<file path="src/rtl/can_ts_pkg.sv">
package can_ts_pkg;

   // number of low-power / debug modes that hold the counter
   localparam int unsigned HOLD_MODES = 4;

   // next-state selection of the free-running counter
   typedef enum logic [1:0] {
      CNT_KEEP  = 2'd0,
      CNT_STEP  = 2'd1,
      CNT_CLEAR = 2'd2
   } cnt_op_e;

endpackage

</file>
<file path="src/rtl/ts_hold_gate.sv">
module ts_hold_gate #(
   parameter int unsigned N_HOLD = 4
) (
   input  logic [N_HOLD-1:0] hold_req_i,
   output logic              frozen_o
);

   logic [N_HOLD:0] chain;

   assign chain[0] = 1'b0;

   // OR chain across every hold request
   for (genvar g = 0; g < N_HOLD; g++) begin : g_hold
      assign chain[g+1] = chain[g] | hold_req_i[g];
   end

   assign frozen_o = chain[N_HOLD];

endmodule

</file>
<file path="src/rtl/ts_free_counter.sv">
module ts_free_counter
   import can_ts_pkg::*;
#(
   parameter int unsigned CNT_W = 16
) (
   input  logic             clk_i,
   input  logic             rst_i,
   input  logic             tick_i,
   input  logic             frozen_i,
   input  logic             sync_en_i,
   input  logic             sync_frame_i,
   output logic [CNT_W-1:0] count_o
);

   localparam logic [CNT_W-1:0] ONE = CNT_W'(1);

   cnt_op_e          op;
   logic [CNT_W-1:0] count_q;

   // sync clear outranks both the tick and the hold modes
   always_comb begin
      op = CNT_KEEP;
      if (sync_en_i && sync_frame_i) begin
         op = CNT_CLEAR;
      end else if (tick_i && !frozen_i) begin
         op = CNT_STEP;
      end
   end

   always_ff @(posedge clk_i) begin
      if (rst_i) begin
         count_q <= '0;
      end else begin
         case (op)
            CNT_CLEAR: count_q <= '0;
            CNT_STEP:  count_q <= count_q + ONE;   // natural wrap
            default:   count_q <= count_q;
         endcase
      end
   end

   assign count_o = count_q;

endmodule

</file>
<file path="src/rtl/ts_capture.sv">
module ts_capture #(
   parameter int unsigned CNT_W = 16
) (
   input  logic             clk_i,
   input  logic             rst_i,
   input  logic [CNT_W-1:0] count_i,
   input  logic             sample_i,
   input  logic             commit_i,
   output logic [CNT_W-1:0] stamp_o,
   output logic             valid_o
);

   logic [CNT_W-1:0] pend_q;
   logic [CNT_W-1:0] stamp_q;
   logic             valid_q;

   // pending sample: latest identifier start wins
   always_ff @(posedge clk_i) begin
      if (rst_i) begin
         pend_q <= '0;
      end else if (sample_i) begin
         pend_q <= count_i;
      end
   end

   // commit reads the pending value from before this edge
   always_ff @(posedge clk_i) begin
      if (rst_i) begin
         stamp_q <= '0;
         valid_q <= 1'b0;
      end else begin
         valid_q <= commit_i;
         if (commit_i) begin
            stamp_q <= pend_q;
         end
      end
   end

   assign stamp_o = stamp_q;
   assign valid_o = valid_q;

endmodule

</file>
<file path="src/rtl/can_ts_timer.sv">
module can_ts_timer
   import can_ts_pkg::*;
#(
   parameter int unsigned CNT_W = 16
) (
   input  logic             clk_i,
   input  logic             rst_i,
   input  logic             bit_tick_i,
   input  logic             id_start_i,
   input  logic             movein_done_i,
   input  logic             mode_disable_i,
   input  logic             mode_doze_i,
   input  logic             mode_stop_i,
   input  logic             mode_freeze_i,
   input  logic             sync_en_i,
   input  logic             sync_frame_i,
   output logic [CNT_W-1:0] count_o,
   output logic [CNT_W-1:0] stamp_o,
   output logic             stamp_valid_o
);

   if (CNT_W < 2 || CNT_W > 64) begin : g_bad_width
      $error("can_ts_timer: CNT_W must lie in 2..64");
   end

   logic [HOLD_MODES-1:0] hold_vec;
   logic                  frozen;
   logic [CNT_W-1:0]      count;

   assign hold_vec = {mode_freeze_i, mode_stop_i, mode_doze_i, mode_disable_i};

   ts_hold_gate #(
      .N_HOLD (HOLD_MODES)
   ) u_gate (
      .hold_req_i (hold_vec),
      .frozen_o   (frozen)
   );

   ts_free_counter #(
      .CNT_W (CNT_W)
   ) u_cnt (
      .clk_i        (clk_i),
      .rst_i        (rst_i),
      .tick_i       (bit_tick_i),
      .frozen_i     (frozen),
      .sync_en_i    (sync_en_i),
      .sync_frame_i (sync_frame_i),
      .count_o      (count)
   );

   ts_capture #(
      .CNT_W (CNT_W)
   ) u_cap (
      .clk_i    (clk_i),
      .rst_i    (rst_i),
      .count_i  (count),
      .sample_i (id_start_i),
      .commit_i (movein_done_i),
      .stamp_o  (stamp_o),
      .valid_o  (stamp_valid_o)
   );

   assign count_o = count;

endmodule

</file>
<file path="config.mk">
export PLATFORM = sky130hd
export DESIGN_NAME = can_ts_timer
export DESIGN_NICKNAME = d
export VERILOG_FILES = /design/src/rtl/can_ts_pkg.sv /design/src/rtl/ts_hold_gate.sv /design/src/rtl/ts_free_counter.sv /design/src/rtl/ts_capture.sv /design/src/rtl/can_ts_timer.sv
export SDC_FILE = /design/constraint.sdc
export NUM_CORES = 1
export LEC_CHECK = 0
export BUFFER_PORTS_ARGS = -buffer_cell sky130_fd_sc_hd__buf_2
export CAP_MARGIN = 20
export CORE_ASPECT_RATIO = 1.25
export CORE_MARGIN = 5
export CORE_UTILIZATION = 25
export CTS_CLUSTER_DIAMETER = 60
export DETAILED_ROUTE_END_ITERATION = 8
export GPL_TIMING_DRIVEN = 1
export HOLD_SLACK_MARGIN = 0.1
export PLACE_DENSITY = 0.39
export SLEW_MARGIN = 15
export SYNTH_ARGS = -nofsm -noshare
export SYNTH_HDL_FRONTEND = slang
export SYNTH_SLANG_ARGS = --single-unit
</file>
<file path="constraint.sdc">
create_clock -name clk_i -period 5.8 [get_ports clk_i]
set_clock_uncertainty 0.05 [all_clocks]
set_input_delay 1.45 -clock clk_i [delete_from_list [all_inputs] [get_ports clk_i]]
set_output_delay 1.45 -clock clk_i [all_outputs]
set_load 0.02 [all_outputs]
</file>
Word level (Yosys, flattened, before mapping)
Index checks and enable logic that the tools add are counted.

Reduce and logical (&&, ||, !) cells: 4. Bitwise logic cells: 3. Mux-type cells: 3. Equal/unequal tests: 2. $add $sub $neg: 1.

Operators by type and width (count): $pmux W16 S2 (1); $add A16 B1 Y16 const B (1); $or A1 B1 Y1 (3); $eq A2 B1 Y1 const B (1); $eq A2 B2 Y1 const B (1); $logic_and A1 B1 Y1 (2); $mux W2 (1); $reduce_bool A2 Y1 (1); $logic_not A1 Y1 (1); $mux W1 (1).

Word-level logic and storage cells: 17. Bits of input ports: 11. Output and inout port bits: 33. Register bits: 49.

Depth between registers and ports, before layout
Gate-level depths: netlist of run 1.

Depth in word-level cells: 9. Depth in mapped cells: 5. Mapped depth without buffers: 5.

Modules after synthesis
Synthesis of run 1 repeated with hierarchy kept, for this count alone.

Cells, all modules: 190. Area, all modules: 1938.1 um^2.

By module, submodules not included: ts_capture (cells each 106, area an instance 1188.6 um^2, times used 1, seq. area each 660.6 um^2); ts_free_counter (cells each 83, area an instance 742.0 um^2, times used 1, seq. area each 320.3 um^2); ts_hold_gate (cells each 1, area an instance 7.5 um^2, times used 1, seq. area each 0.0 um^2).

Worst setup path after synthesis of run 1
Ideal clock, no wire load.

Path type: input -> register. From: input port mode_disable_i. To: register u_cnt.count_q[15], in the netlist u_cnt.count_o[15]. Slack: 2.684 ns. Path buffers: 0. Cell stages on the path: 4. Library setup time: 0.070 ns. Data arrival time: 2.996 ns. Cells stage by stage: or4b_4 or3_4 or4_1 a21oi_1.

Longest elaborated chain between the ends: 9. Elaborated cells between the ends (all ways): 11. Those cells by class: eq/ne (2); mux (3); bitwise (3); reduce/logical (3).

Ends and longest elaborated chain: from (decl) (RTL line can_ts_timer.sv:11) `input logic mode_disable_i,`; $or A1 B1 Y1 * (3 in series) (RTL line ts_hold_gate.sv:14) `assign chain[g+1] = chain[g] | hold_req_i[g];`; $logic_not A1 Y1 * (RTL line ts_free_counter.sv:25) `end else if (tick_i && !frozen_i) begin`; $logic_and A1 B1 Y1 * (RTL line ts_free_counter.sv:25); $mux W1 * (RTL line ts_free_counter.sv:25); $mux W2 * (RTL line ts_free_counter.sv:23) `if (sync_en_i && sync_frame_i) begin`; $eq A2 B1 Y1 or $eq A2 B2 Y1 (tied branches) (RTL line ts_free_counter.sv:34) `case (op)`; $pmux W16 S2 or $reduce_bool A2 Y1 (tied branches); to (signal assigned) (RTL line ts_free_counter.sv:36) `CNT_STEP: count_q <= count_q + ONE;`; to (signal assigned) (RTL line ts_free_counter.sv:37) `default: count_q <= count_q;`; to (decl) (RTL line ts_free_counter.sv:18) `logic [CNT_W-1:0] count_q;`.

Mark *: on every way between the ends. The rest lies on a longest branch, timed or not. A chain may end at the register's enable or synchronous reset.

Worst setup path after layout of run 1
Ends and elaborated chain as after synthesis.

==> metrics, run 1 <==
highest clock rate 0.329 GHz; Vias/cell 4.49; Synth warnings 0; XOR/XNOR Fraction of Synth Area 3.68%; Top Usage Layer GRT met2; area of the mapped netlist 1900 µm²; # diodes 0; cts hold-fix bufs 0; Hold Slack 0.443 ns; wire per inst 13.6 µm; initial antenna violation count 0; Slew HR a little under three fifths; deepest clock path buffer count 2; Core Box Area 7400 µm²; global-route wire length before repair 7460 µm; met1 GRT Util 12.7%; Setup Buffers After CTS 0; RSZ-0062 raised after global routing false; post-synth cell types 26; initial core utilization about a quarter; chip height ~110 µm; arrival time of the worst setup path 3.22 ns; worst hold path type flip-flop to flip-flop; Final setup viols 0; global-route congestion overflow total 0; CTS sink cnt 49; met2 usage ~16%; DRC 0; CTS-repair resized insts 0; main combinational cell family by area after synthesis simple AND/OR/NAND/NOR gates; # rows 35; antenna-violating nets left 0; critical path type primary input to flip-flop; worst-margin pin slew about 0.64 ns; Die W 88.1 µm; Tcrit/Tclk final 52.5%; worst ir drop on vdd 0.0948 mV; register area share after synthesis around half; GRT Util Overall 10.2%; HPWL after detailed placement roughly 3200 µm; #FFs+latches synth 49; Hold Fails Final Rpt 0; cell taking the most area after synthesis dfxtp_1; largest cells by area after synthesis dfxtp_1, mux2i_1, nor2_1; CP Capture Type flip-flop; setup TNS 0 ns; PD cells about 240 nW/µm²; run status finished, final reports clean; LEAKAGE 0.973 nW; DRT Pass-1 Iters 2; largest net degree at the start of global routing 35; vias in the first global route approximately 1.5k; CTS Root Buffer Type clkbuf_8; Tmin final 3.04 ns; die area 9470 µm²; Mapped Avg Cell Area a little under 10 µm²; Synth Area in Adders 0.657%; Clk Latency, worst-skew pair 0.29 ns; Port Buffer Count 43; Layout fillers 807; DR vias approximately 1.5k; syn nets 208; share of Yosys cell area claimed by the top area cell type 51.5%; grt met3 use 2.76%; Reg clk slew, reported paths 0.08 ns; initial detailed-routing violation count 39; share of cells above drive strength 1 21.6%; worst path required time 5.98 ns; clock buffer count from CTS 5; fin. max-slew vios 0; CTS tree done; P&R area growth vs syn 19.4%; maxcap violations 0; final wirelength around 4500 µm; H-tree level count 2; I/O pin cnt 44; Synth Area in Simple Gates 19.8%; gp weighted congestion between 0.7 and 0.8; Critical Path Source Type primary input; Compound-Gate Fraction of Synth Area 4.93%; nets about 250; CP max FO 14; post-synthesis cell count slightly below 200; mux cell area share after synthesis 16.8%
==> flip-flops by register name, indices dropped and copies added (netlist names) <==
signal / cells
u_cap.stamp_o: 16
u_cap.valid_o: 1
u_cnt.count_o: 16
u_cap.pend_q: 16
==> power breakdown <==
| part | total (mW) | internal (mW) | switching [mW] |
|---|---|---|---|
| Sequential | 0.337 | 0.337 | 0.000306 |
| Combinational | 0.0232 | 0.00814 | 0.0151 |
| Clock | 0.192 | 0.0859 | 0.106 |
==> metal layers <==
metal / routed length [µm] / vias to the layer above
li1: - / 758
met1: 2080 / 684
met2: 2100 / 25
met3: 195 / 6
met4: 91 / 0
met5: 0 / -
==> final cells by class <==
cell class / instances / area (µm²) / share of cell area [%]
flip-flops and latches: 49 / 981 / 43.1
inverters: 2 / 7.51 / 0.330
multi-input cells: 134 / 875 / 38.5
repair buffers: 43 / 215 / 9.47
clock buffers: 8 / 80.1 / 3.52
well taps: 92 / 115 / 5.06
==> synthesized netlist by cell type (all sizes together) <==
cell and count:
a21o 1, a21oi 8, a31o 1, and3 3, clkbuf 11, dfxtp 49, ha 1, inv 2
mux2i 32, nand2 2, nand3 7, nand4 3, nand4b 3, nor2 42, nor2b 1, nor3 3
nor3b 1, nor4 3, nor4b 1, o21ai 6, o31ai 1, or3 5, or4 1, or4b 1
xnor2 8
==> worst max-delay path, cell delays in order <==
cell	delay [ns]
buf_2	0.09
or4b_4	0.62
or3_4	0.41
or4_1	0.50
a21oi_1	0.14
==> metrics by stage <==
step	utilization (%)	total power, mW	std cells	worst slack (ns)	area, µm²
finish	30.7	0.552	328	2.76	2270
global route	30.7	0.577	328	2.70	2270
CTS	30.7	0.567	328	2.77	2270
detailed placement	29.6	0.369	320	2.45	2190
global placement	29.6	0.369	320	2.46	2190
floorplan	-	0.362	196	2.68	1900
==> worst paths after layout <==
path | start | end | slack, ns | cells after the start
setup / recovery | mode_disable_i | u_cnt.count_o[15]$_SDFFE_PP0P_ | 2.76 | 5
hold / removal | u_cap.stamp_o[7]$_SDFFE_PP0P_ | u_cap.stamp_o[7]$_SDFFE_PP0P_ | 0.44 | 2
setup reg to reg | u_cnt.count_o[0]$_SDFFE_PP0P_ | u_cnt.count_o[12]$_SDFFE_PP0P_ | 3.83 | 5
hold reg to reg | u_cap.stamp_o[7]$_SDFFE_PP0P_ | u_cap.stamp_o[7]$_SDFFE_PP0P_ | 0.44 | 2
==> logic make-up after synthesis <==
kind of cell	count (synthesis)
flops	49
mux	32
xor+xnor	8
fa+ha+maj	1
buf+inv	13
compound gates	17
simple gates	76
==> layout by cell type, fill, tap and decap left out <==
master,instances
a31o_2,1
and3_1,3
nor2_1,42
ha_1,1
buf_2,43
xnor2_1,8
nand4b_1,3
inv_1,2
nor3_1,3
or3_4,1
a21o_1,1
nor4b_1,1
nand2_1,2
a21oi_1,8
nor3b_1,1
nand4_1,3
o31ai_1,1
or3_1,4
dfxtp_1,49
clkbuf_8,5
or4_1,1
or4b_4,1
clkbuf_1,3
nand3_1,7
o21ai_0,6
nor4_1,3
nor2b_1,1
mux2i_1,32
Power figures use the tool's default switching activity.
==> run 2, diff against run 1 <==
clock period = 3.01 ns   (was 5.8 ns; I/O delays follow)
==> metrics, run 2 (synthesis gave the netlist of run 1 again) <==
global-route wire length before repair 7480 µm (was 7460 µm); Final setup viols 0 (unchanged); Clk Latency, worst-skew pair 0.30 ns (was 0.29 ns); H-tree level count 2 (unchanged); critical path type primary input to flip-flop (unchanged); run status finished, final reports clean (unchanged); CP peak stage delay 0.62 ns (about the same); P&R area growth vs syn 21.7% (was 19.4%); I/O pin cnt 44 (unchanged); PD cells 509 nW/µm² (was 243 nW/µm²); LEAKAGE 0.997 nW (was 0.973 nW); setup TNS 0 ns (unchanged); initial detailed-routing violation count 42 (was 39); cells along the critical path buf_2 > or4b_4 > or3_4 > or4_1 > a21oi_1 (unchanged); Tcrit/Tclk final 78.2%; largest net degree at the start of global routing 34 (was 35); fin. max-slew vios 0 (unchanged); maxcap violations 0 (unchanged); leading cell type in the layout, fill and taps excluded dfxtp_1 (unchanged); RSZ-0062 raised after global routing false (unchanged); CTS sink cnt 49 (unchanged); arrival time of the worst setup path 2.53 ns (was 3.22 ns); switch share 20.7% (was 22.0%); antenna-violating nets left 0 (unchanged); # diodes 0 (unchanged); commonest cells after routing, fill and taps aside dfxtp_1, buf_2, nor2_1 (unchanged); cts hold-fix bufs 0 (unchanged); Port Buffer Count 43 (unchanged); HPWL after detailed placement 3190 µm (was 3210 µm); final wirelength 4550 µm (was 4470 µm); Tmin final 2.35 ns; CP max stage cell or4b_4 (unchanged); deepest clock path buffer count 2 (unchanged); CP Capture Type flip-flop (unchanged); DR vias 1490 (was 1473); switching pwr 244 µW (was 122 µW); CP max FO 14 (unchanged); Hold Fails Final Rpt 0 (unchanged); Worst R2R Start u_cnt.count_o[0]$_SDFFE_PP0P_ (unchanged); vias in the first global route 1462 (was 1480); DRC 0 (unchanged); hold path depth 2 (unchanged); Core Box Area 7400 µm² (unchanged); critical path launch point mode_disable_i (unchanged); Slew HR 60.0% (was 57.2%); Critical Path Source Type primary input (unchanged); chip height 108 µm (unchanged); gp weighted congestion 0.700 (was 0.714); worst ir drop on vdd 0.315 mV (was 0.0948 mV); die area 9470 µm² (unchanged); Setup Buffers After CTS 0 (unchanged); GRT Util Overall 10.2% (about the same); initial antenna violation count 0 (unchanged); share of cells above drive strength 1 22.8% (was 21.6%); DRT Pass-1 Iters 4 (was 2); # rows 35 (unchanged); pre-CTS setup slack 0.349 ns (was 2.45 ns); worst-margin pin slew 0.601 ns (was 0.641 ns); min-delay src u_cap.stamp_o[6]$_SDFFE_PP0P_ (was u_cap.stamp_o[7]$_SDFFE_PP0P_); global-route congestion overflow total 0 (unchanged); nets 248 (was 247); clock network fraction of total power 41.1% (was 34.8%); slack of the critical path 0.657 ns (was 2.76 ns); initial core utilization 25.7% (unchanged); Reg clk slew, reported paths 0.09 ns (was 0.08 ns); sequential fraction of design power 55.0% (was 61.0%); Int Pwr 936 µW (was 431 µW); Vias/cell 4.53 (was 4.49); Worst Reg-to-Reg Cells 5 (unchanged); worst hold path type flip-flop to flip-flop (unchanged); CTS Root Buffer Type clkbuf_8 (unchanged); highest clock rate 0.425 GHz; Die W 88.1 µm (unchanged); logic gate share of total power 3.9% (was 4.2%); worst path required time 3.19 ns (was 5.98 ns); CTS tree done (unchanged); wire per inst 13.8 µm (was 13.6 µm); clock buffer count from CTS 5 (unchanged); CTS-repair resized insts 0 (unchanged)
run 2: changes by cell type in the layout (fill, tap and decap cells not counted), sizes merged:
| cell | delta |
|---|---|
| buf | +1 |
| bufinv | +1 |
| clkbuf | -1 |
run 2: per-layer routing:
layer / track usage [%] / part of all wire (%) / up-vias
li1: - / - / 760
met5: 0 / 0 / -
met3: 2.45 / 3.6 / 4
met1: 13.2 / 48 / 693
met4: 4.54 / 1.6 / 0
met2: 16.1 / 46 / 33
run 2: metrics by stage:
stage | cells | total power, mW | hold slack, ns | utilization [%] | area (µm²)
3_3_place_gp | 321 | 0.712 | 0.421 | 29.7 | 2200
5_1_grt | 329 | 1.24 | 0.479 | 31.3 | 2320
6_report | 329 | 1.18 | 0.440 | 31.3 | 2320
3_5_place_dp | 321 | 0.712 | 0.426 | 29.7 | 2200
2_1_floorplan | 196 | 0.698 | 0.410 | - | 1900
4_1_cts | 329 | 1.21 | 0.447 | 31.3 | 2320
run 2: cell type report:
type	count	area [µm²]
multi-input combinational	134	875
fill	787	5080
timing repair buffer	44	223
clock inverter	1	30.0
sequential	49	981
tap	92	115
clock buffer	7	86.3
inverter	2	7.51
run 2: critical path: cells and delay by family:
kind / cells / cell delay (ns)
AND/OR/NAND/NOR: 3 / 1.54
buffers and inverters: 1 / 0.09
AO/OA/AOI/OAI: 1 / 0.14
run 2: power groups by stage:
| stage | clock network [mW] | logic (mW) | registers (mW) |
|---|---|---|---|
| floorplan | 0 | 0.0322 | 0.666 |
| global placement | 0 | 0.0475 | 0.664 |
| detailed placement | 0 | 0.0475 | 0.664 |
| CTS | 0.510 | 0.0476 | 0.649 |
| global route | 0.537 | 0.0506 | 0.650 |
| finish | 0.485 | 0.0460 | 0.649 |
run 2: final timing paths:
check	end	slack (ns)
max reg2reg	u_cnt.count_o[12]$_SDFFE_PP0P_	1.02
min	u_cap.stamp_o[6]$_SDFFE_PP0P_	0.44
max	u_cnt.count_o[15]$_SDFFE_PP0P_	0.66
min reg2reg	u_cap.stamp_o[6]$_SDFFE_PP0P_	0.44
==> run 3, diff against run 2 <==
clock period = 2.2 ns   (was 3.01 ns; I/O delays follow)
==> metrics, run 3 (synthesis gave the netlist of run 1 again) <==
run status finished, final reports clean (unchanged); final wirelength 4650 µm (was 4550 µm); worst-margin pin slew 0.579 ns (was 0.601 ns); chip height 108 µm (unchanged); I/O pin cnt 44 (unchanged); maxcap violations 0 (unchanged); register area 981 µm² (unchanged); Tcrit/Tclk final about nine tenths; arrival time of the worst setup path 2.19 ns (was 2.53 ns); LEAKAGE 1.05 nW (was 0.997 nW); placed cell area 2290 µm² (was 2200 µm²); hold path depth 2 (unchanged); nets 260 (was 248); worst hold path type flip-flop to flip-flop (unchanged); commonest cells after routing, fill and taps aside dfxtp_1, buf_2, nor2_1 (unchanged); leading cell type in the layout, fill and taps excluded dfxtp_1 (unchanged); CP max FO 4 (was 14); total design power 1.62 mW (was 1.18 mW); Final setup viols 0 (unchanged); worst ir drop on vdd 0.258 mV (was 0.315 mV); wire per inst 13.6 µm (was 13.8 µm); fin. max-slew vios 0 (unchanged); antenna-violating nets left 0 (unchanged); critical path type primary input to flip-flop (unchanged); # rows 35 (unchanged); CP Capture Type flip-flop (unchanged); PD cells 671 nW/µm² (was 509 nW/µm²); CTS sink cnt 49 (unchanged); initial antenna violation count 0 (unchanged); global-route wire length before repair 7440 µm (was 7480 µm); setup TNS 0 ns (unchanged); DRT Pass-1 Iters 4 (unchanged); global-route congestion overflow total 0 (unchanged); Critical Path Source Type primary input (unchanged); initial detailed-routing violation count 28 (was 42); Worst Reg-to-Reg Cells 4 (was 5); RSZ-0062 raised after global routing false (unchanged); deepest clock path buffer count 2 (unchanged); Hold Fails Final Rpt 0 (unchanged); share of cells above drive strength 1 26.5% (was 22.8%); Slew HR 61.4% (was 60.0%); # diodes 0 (unchanged); initial core utilization 25.7% (unchanged); highest clock rate 0.495 GHz; Vias/cell 4.52 (was 4.53); Layout fillers 780 (was 787); gp weighted congestion 0.697 (was 0.700); DR vias 1542 (was 1490); CTS tree done (unchanged); cts hold-fix bufs 0 (unchanged); CTS-repair resized insts 0 (unchanged); GRT Util Overall 10.2% (about the same); HPWL after detailed placement 3310 µm (was 3190 µm); H-tree level count 2 (unchanged); largest net degree at the start of global routing 34 (unchanged); Clk Latency, worst-skew pair 0.29 ns (was 0.30 ns); CTS Root Buffer Type clkbuf_8 (unchanged); die area 9470 µm² (unchanged); vias in the first global route 1479 (was 1462); clock buffer count from CTS 5 (unchanged); Multi-input gate area 875 µm² (unchanged); Reg clk slew, reported paths 0.09 ns (about the same); fin area 2410 µm² (was 2320 µm²); DRC 0 (unchanged); P&R area growth vs syn 26.4% (was 21.7%); Tmin final between 2 and 2.5 ns; worst path required time 2.37 ns (was 3.19 ns); Setup Buffers After CTS 0 (unchanged); Die W 88.1 µm (unchanged); Port Buffer Count 43 (unchanged); Core Box Area 7400 µm² (unchanged)
## run 3: changes by cell type in the layout (fill, tap and decap cells not counted), sizes merged
cell	delta
buf	+12
## run 3: cell type report
class | instances | share of cell area (%)
repair buffers | 56 | 13.0
clock buffers | 7 | 3.59
multi-input cells | 134 | 36.3
well taps | 92 | 4.78
inverters | 2 | 0.312
clock inverters | 1 | 1.25
flip-flops and latches | 49 | 40.7
## run 3: metrics by stage
stage / instances / setup slack (ns) / util, % / hold slack (ns)
2_1_floorplan: 196 / 0.0230 / - / 0.410
3_3_place_gp: 333 / -0.0961 / 31.0 / 0.419
3_5_place_dp: 333 / -0.125 / 31.0 / 0.424
4_1_cts: 341 / 0.189 / 32.5 / 0.447
5_1_grt: 341 / 0.106 / 32.5 / 0.469
6_report: 341 / 0.179 / 32.5 / 0.442
## run 3: worst paths after layout
path / start / slack, ns / end
min: u_cap.stamp_o[11]$_SDFFE_PP0P_ / 0.44 / u_cap.stamp_o[11]$_SDFFE_PP0P_
min reg2reg: u_cap.stamp_o[11]$_SDFFE_PP0P_ / 0.44 / u_cap.stamp_o[11]$_SDFFE_PP0P_
max: mode_disable_i / 0.18 / u_cnt.count_o[15]$_SDFFE_PP0P_
max reg2reg: u_cnt.count_o[0]$_SDFFE_PP0P_ / 0.35 / u_cnt.count_o[15]$_SDFFE_PP0P_
## run 3: worst max-delay path, cell delays in order
cell and delay [ns]:
buf_2 0.10, or4b_4 0.54, or3_4 0.34, or4_1 0.50, a21oi_1 0.16
## run 3: report_power, final
| part | switching (mW) | leakage [nW] | internal, mW | total (mW) |
|---|---|---|---|---|
| clock network | 0.292 | 0.0585 | 0.371 | 0.663 |
| logic | 0.0403 | 0.601 | 0.0238 | 0.0641 |
| registers | 0.000801 | 0.395 | 0.887 | 0.888 |
| total | 0.333 | 1.05 | 1.28 | 1.62 |
## run 3: per-layer routing
metal	GRT usage, %	share of wire [%]	vias up
li1	-	-	780
met3	2.14	3.2	6
met5	0	0	-
met2	16.6	47	24
met1	13.1	48	732
met4	4.21	1.8	0
